### config.mk
export PLATFORM = sky130hd
export DESIGN_NAME = uart_loop_router
export DESIGN_NICKNAME = d
export VERILOG_FILES = /design/src/rtl/uart_loop_pkg.sv /design/src/rtl/uart_loop_sync.sv /design/src/rtl/uart_loop_echo.sv /design/src/rtl/uart_loop_mux.sv /design/src/rtl/uart_loop_router.sv
export SDC_FILE = /design/constraint.sdc
export NUM_CORES = 1
export LEC_CHECK = 0
export BUFFER_PORTS_ARGS = -buffer_cell sky130_fd_sc_hd__buf_2
export CORE_AREA = 2 2 39 41
export DETAILED_ROUTE_END_ITERATION = 6
export DIE_AREA = 0 0 41 43
export HOLD_SLACK_MARGIN = 0.12
export PLACE_DENSITY_LB_ADDON = 0.15
export SYNTH_ARGS = -nofsm -noshare
export SYNTH_HDL_FRONTEND = slang
export SYNTH_SLANG_ARGS = --single-unit
export TNS_END_PERCENT = 10
### constraint.sdc
create_clock -name clk -period 0.8 [get_ports clk]
set_input_delay 0.04 -clock clk [delete_from_list [all_inputs] [get_ports clk]]
set_output_delay 0.04 -clock clk [all_outputs]
set_load 0.03 [all_outputs]
### src/rtl/uart_loop_pkg.sv
package uart_loop_pkg;
   typedef enum logic [1:0] {
      LM_NORMAL = 2'b00,
      LM_ECHO   = 2'b01,
      LM_LOCAL  = 2'b10,
      LM_REMOTE = 2'b11
   } loop_mode_e;

   localparam logic LINE_MARK  = 1'b1;
   localparam logic LINE_SPACE = 1'b0;
endpackage

### src/rtl/uart_loop_sync.sv
module uart_loop_sync #(
   parameter int   STAGES  = 2,
   parameter logic RST_VAL = 1'b1
) (
   input  logic clk,
   input  logic rst_n,
   input  logic din,
   output logic dout
);
   generate
      if (STAGES < 0 || STAGES > 4) begin : g_bad
         $error("uart_loop_sync: STAGES must be 0..4");
      end
      if (STAGES == 0) begin : g_bypass
         assign dout = din;
      end else begin : g_chain
         logic [STAGES-1:0] sh_q;
         always_ff @(posedge clk or negedge rst_n) begin
            if (!rst_n) sh_q <= {STAGES{RST_VAL}};
            else if (STAGES == 1) sh_q <= din;
            else sh_q <= {sh_q[STAGES-2:0], din};
         end
         assign dout = sh_q[STAGES-1];
      end
   endgenerate
endmodule

### src/rtl/uart_loop_echo.sv
module uart_loop_echo (
   input  logic clk,
   input  logic rst_n,
   input  logic tick,
   input  logic din,
   input  logic active,
   input  logic break_det,
   input  logic start_det,
   output logic echo_bit
);
   import uart_loop_pkg::*;

   logic bit_q;
   logic hold_q;

   always_ff @(posedge clk or negedge rst_n) begin
      if (!rst_n) bit_q <= LINE_MARK;
      else if (tick) bit_q <= din;
   end

   always_ff @(posedge clk or negedge rst_n) begin
      if (!rst_n) hold_q <= 1'b0;
      else if (!active || start_det) hold_q <= 1'b0;
      else if (break_det) hold_q <= 1'b1;
   end

   assign echo_bit = hold_q ? LINE_SPACE : bit_q;
endmodule

### src/rtl/uart_loop_mux.sv
module uart_loop_mux (
   input  uart_loop_pkg::loop_mode_e mode,
   input  logic rx_enable,
   input  logic rxd_pin,
   input  logic tx_core_sd,
   input  logic echo_bit,
   input  logic rdy_raw,
   input  logic emp_raw,
   output logic txd_pin,
   output logic rx_core_sd,
   output logic rdy_out,
   output logic emp_out
);
   import uart_loop_pkg::*;

   always_comb begin
      txd_pin    = tx_core_sd;
      rx_core_sd = rxd_pin;
      rdy_out    = rdy_raw;
      emp_out    = emp_raw;
      unique case (mode)
         LM_NORMAL: ;
         LM_ECHO: begin
            txd_pin = rx_enable ? echo_bit : LINE_MARK;
            rdy_out = 1'b0;
            emp_out = 1'b0;
         end
         LM_LOCAL: begin
            txd_pin    = LINE_MARK;
            rx_core_sd = tx_core_sd;
         end
         LM_REMOTE: begin
            txd_pin    = echo_bit;
            rx_core_sd = LINE_MARK;
            rdy_out    = 1'b0;
            emp_out    = 1'b0;
         end
         default: ;
      endcase
   end
endmodule

### src/rtl/uart_loop_router.sv
module uart_loop_router #(
   parameter int SYNC_STAGES = 2
) (
   input  logic       clk,
   input  logic       rst_n,
   input  logic [1:0] mode,
   input  logic       rx_enable,
   input  logic       rx_tick,
   input  logic       rx_break_det,
   input  logic       rx_start_det,
   input  logic       rxd_pin,
   input  logic       tx_core_sd,
   input  logic       tx_rdy_raw,
   input  logic       tx_emp_raw,
   output logic       txd_pin,
   output logic       rx_core_sd,
   output logic       tx_rdy_flag,
   output logic       tx_emp_flag
);
   import uart_loop_pkg::*;

   loop_mode_e mode_e;
   logic       rxd_sync;
   logic       echo_bit;
   logic       echo_active;

   assign mode_e      = loop_mode_e'(mode);
   assign echo_active = (mode_e == LM_ECHO) || (mode_e == LM_REMOTE);

   uart_loop_sync #(.STAGES(SYNC_STAGES), .RST_VAL(LINE_MARK)) i_sync (
      .clk (clk), .rst_n (rst_n), .din (rxd_pin), .dout (rxd_sync)
   );

   uart_loop_echo i_echo (
      .clk       (clk),
      .rst_n     (rst_n),
      .tick      (rx_tick),
      .din       (rxd_sync),
      .active    (echo_active),
      .break_det (rx_break_det),
      .start_det (rx_start_det),
      .echo_bit  (echo_bit)
   );

   uart_loop_mux i_mux (
      .mode       (mode_e),
      .rx_enable  (rx_enable),
      .rxd_pin    (rxd_pin),
      .tx_core_sd (tx_core_sd),
      .echo_bit   (echo_bit),
      .rdy_raw    (tx_rdy_raw),
      .emp_raw    (tx_emp_raw),
      .txd_pin    (txd_pin),
      .rx_core_sd (rx_core_sd),
      .rdy_out    (tx_rdy_flag),
      .emp_out    (tx_emp_flag)
   );
endmodule

==> run_results.csv <==
group,metric,value,unit
outcome,status,"finished, violations left",
outcome,failed_checks,"negative setup slack",
cts,clock-sinks,4,
synth,syn_area_per_cell,11.68,um^2
synth,synth_cell_types,10,
synth,syn_inst,15,
placed_design,portBuffers,15,
placed_design,dp_hpwl,375.7,um
cts,cts_inserted_buffers,3,
cts,clockBufferDepth,2,
cts,post_cts_buffers,0,
finish,drive_above_1_share,0.6154,
floorplan,num_rows,14,
drt,drtIter0Drc,0,
timing,setup_violations,1,
synth,synth-seq-cells,4,
pwr,powerDensity,1739,nW/um^2
finish,fin_nets,52,
synth,yosys_warnings,0,
floorplan,ios,16,
drt,wirelength,443,um
synth,netlist_area,175.2,um^2
timing,slew_violations,0,
cts,path_clk_slew,0.04,ns
placed_design,post_dp_cell_area,290.3,um^2
critical_path,critPathMaxFanout,2,
critical_path,end_kind,"primary output",
floorplan,die_x,41,um
drt,drc,0,
timing,rsz0062_at_grt,"true",
timing,finClkSkew,0.007846,ns
floorplan,die_h,43,um
critical_path,crit_type,"reg2out",
pwr,irDropWorstVdd,0.6032,mV
placed_design,place_ws,-0.2046,ns
finish,fin_cells,55,
finish,n_antenna_cell,0,
timing,fin_crit,1.192,ns
placed_design,dp.cells,46,
timing,finalCritPeriodShare,1.490,
timing,fin_ws,-0.3916,ns
timing,finalHoldViolCount,0,
global_route,grt_pass1_vias,189,
cts,cts-root-buf,"clkbuf_4",
timing,worstMarginPinSlew,0.1928,ns
drt,routedWlPerCell,8.055,um
cts,htree_levels,1,
timing,maxSlewHeadroom,0.8701,
critical_path,r2r_slack,0.08,ns
run,cap_violations,0,
drt,ant_nets,0,
drt,via_count,194,
drt,drtPass1Iterations,1,
placed_design,place_congestion,0.5888,
floorplan,start_util,0.1266,
global_route,track_usage,0.06030,
global_route,antenna_found_initial,0,
pwr,p_leak,0.0001820,uW
floorplan,dieArea,1763,um^2
finish,area_delta_synth_final,112.9,%
pwr,finalPower,648.6,uW
timing,fmax,839.2,MHz
synth,seq_area_frac_synth,0.5929,
critical_path,r2r_cells,1,
hold_path,hold_path.class,"in2reg",
synth,synth_nets,27,
hold_path,holdPathStages,2,
global_route,grt_max_degree,7,
cts,cts_tree,"built",
global_route,grt_pass1_wl,669,um
cts,ctsHoldBuffers,5,
finish,design_area,372.9,um^2
critical_path,critPathLaunchType,"flip-flop",
critical_path,required,0.76,ns
drt,via_per_inst,3.527,
floorplan,coreArea,1384,um^2
critical_path,crit_arrival,1.15,ns
cts,insertion_delay,0.24,ns
global_route,grt_overflow,0,
-- cell usage after synthesis (all sizes together) --
cell type  count  area [um^2]
o32a           1        10.01
mux2           1        11.26
nor3b          1        7.510
o21ai          1        5.000
nor2           3        11.26
nor2b          1        6.260
and2b          2        15.01
dfrtp          1        25.02
a21oi          1        5.000
dfstp          3        78.83
-- cells in the final DEF (no fill, tap or decap) --
| master | netlist | routed |
|---|---|---|
| nor3b_1 | 1 | 1 |
| mux2_2 | 1 | 1 |
| nor2b_4 | 0 | 1 |
| buf_6 | 0 | 1 |
| dlygate4sd3_1 | 0 | 5 |
| buf_2 | 0 | 14 |
| clkbuf_4 | 0 | 3 |
| a21oi_1 | 1 | 1 |
| o32a_4 | 0 | 1 |
| dfstp_2 | 3 | 3 |
| and2b_1 | 2 | 2 |
| clkbuf_1 | 0 | 1 |
| dfrtp_1 | 1 | 1 |
| nor2_1 | 3 | 3 |
| o21ai_0 | 1 | 1 |
-- path summary, 6_finish.rpt --
check | from | endpoint
worst max register to register | i_echo.bit_q$_DFFE_PN1P_ | i_echo.bit_q$_DFFE_PN1P_
min in group asynchronous | rst_n | i_echo.hold_q$_DFFE_PN0P_
worst min-delay path | rx_tick | i_echo.bit_q$_DFFE_PN1P_
max in group asynchronous | rst_n | i_sync.g_chain.sh_q[0]$_DFF_PN1_
worst min register to register | i_sync.g_chain.sh_q[0]$_DFF_PN1_ | i_sync.g_chain.sh_q[1]$_DFF_PN1_
worst max-delay path | i_echo.bit_q$_DFFE_PN1P_ | txd_pin
-- layout make-up --
cell class,count,area (um^2)
Timing Repair Buffer,20,131.4
Multi-Input combinational cell,11,91.34
Clock buffer,4,26.28
Fill cell,151,1011
Sequential cell,4,103.9
Tap cell,16,20.02
-- stage by stage --
| stage | util | hold WS [ns] | TNS (ns) |
|---|---|---|---|
| floorplan | - | -0.2556 | -0.06351 |
| global placement | 0.2098 | -0.1502 | -0.1951 |
| detailed placement | 0.2098 | -0.1494 | -0.2046 |
| CTS | 0.2694 | 0.04823 | -0.4138 |
| global route | 0.2694 | 0.05841 | -0.4383 |
| finish | 0.2694 | 0.05979 | -0.3916 |
-- state kept, by name (all words and copies together) (netlist names) --
register,count
i_sync.g_chain.sh_q,2
i_echo.bit_q,1
i_echo.hold_q,1
-- critical path: stages (launching register included) --
cell and delay, ns:
dfstp_2 0.52, nor2b_4 0.13, o32a_4 0.15, buf_6 0.12
-- timing repair --
action | in CTS | in global routing
hold endpoints to repair | 7 | 1
endpoints found under the setup margin | 1 | 1
resized for setup | 2 | 0
-- per-layer routing --
layer	part of all wire	wire length, um	GRT usage	up-vias
met5	0	0	0	-
met4	0	0	0.08000	0
met3	0.095	42	0.01571	0
met2	0.48	214	0.07188	9
met1	0.42	187	0.07097	85
li1	-	-	-	100
-- report_power, final --
part           switching (uW)  internal, uW
combinational            65.1          80.3
clock                    86.6           187
sequential               5.75           223
-- logic make-up after synthesis --
group / count (synthesis) / synth area share
mux: 1 / 0.06428
simple gates: 7 / 0.2286
flops: 4 / 0.5929
compound gates: 3 / 0.1142
Power figures use the tool's default switching activity.
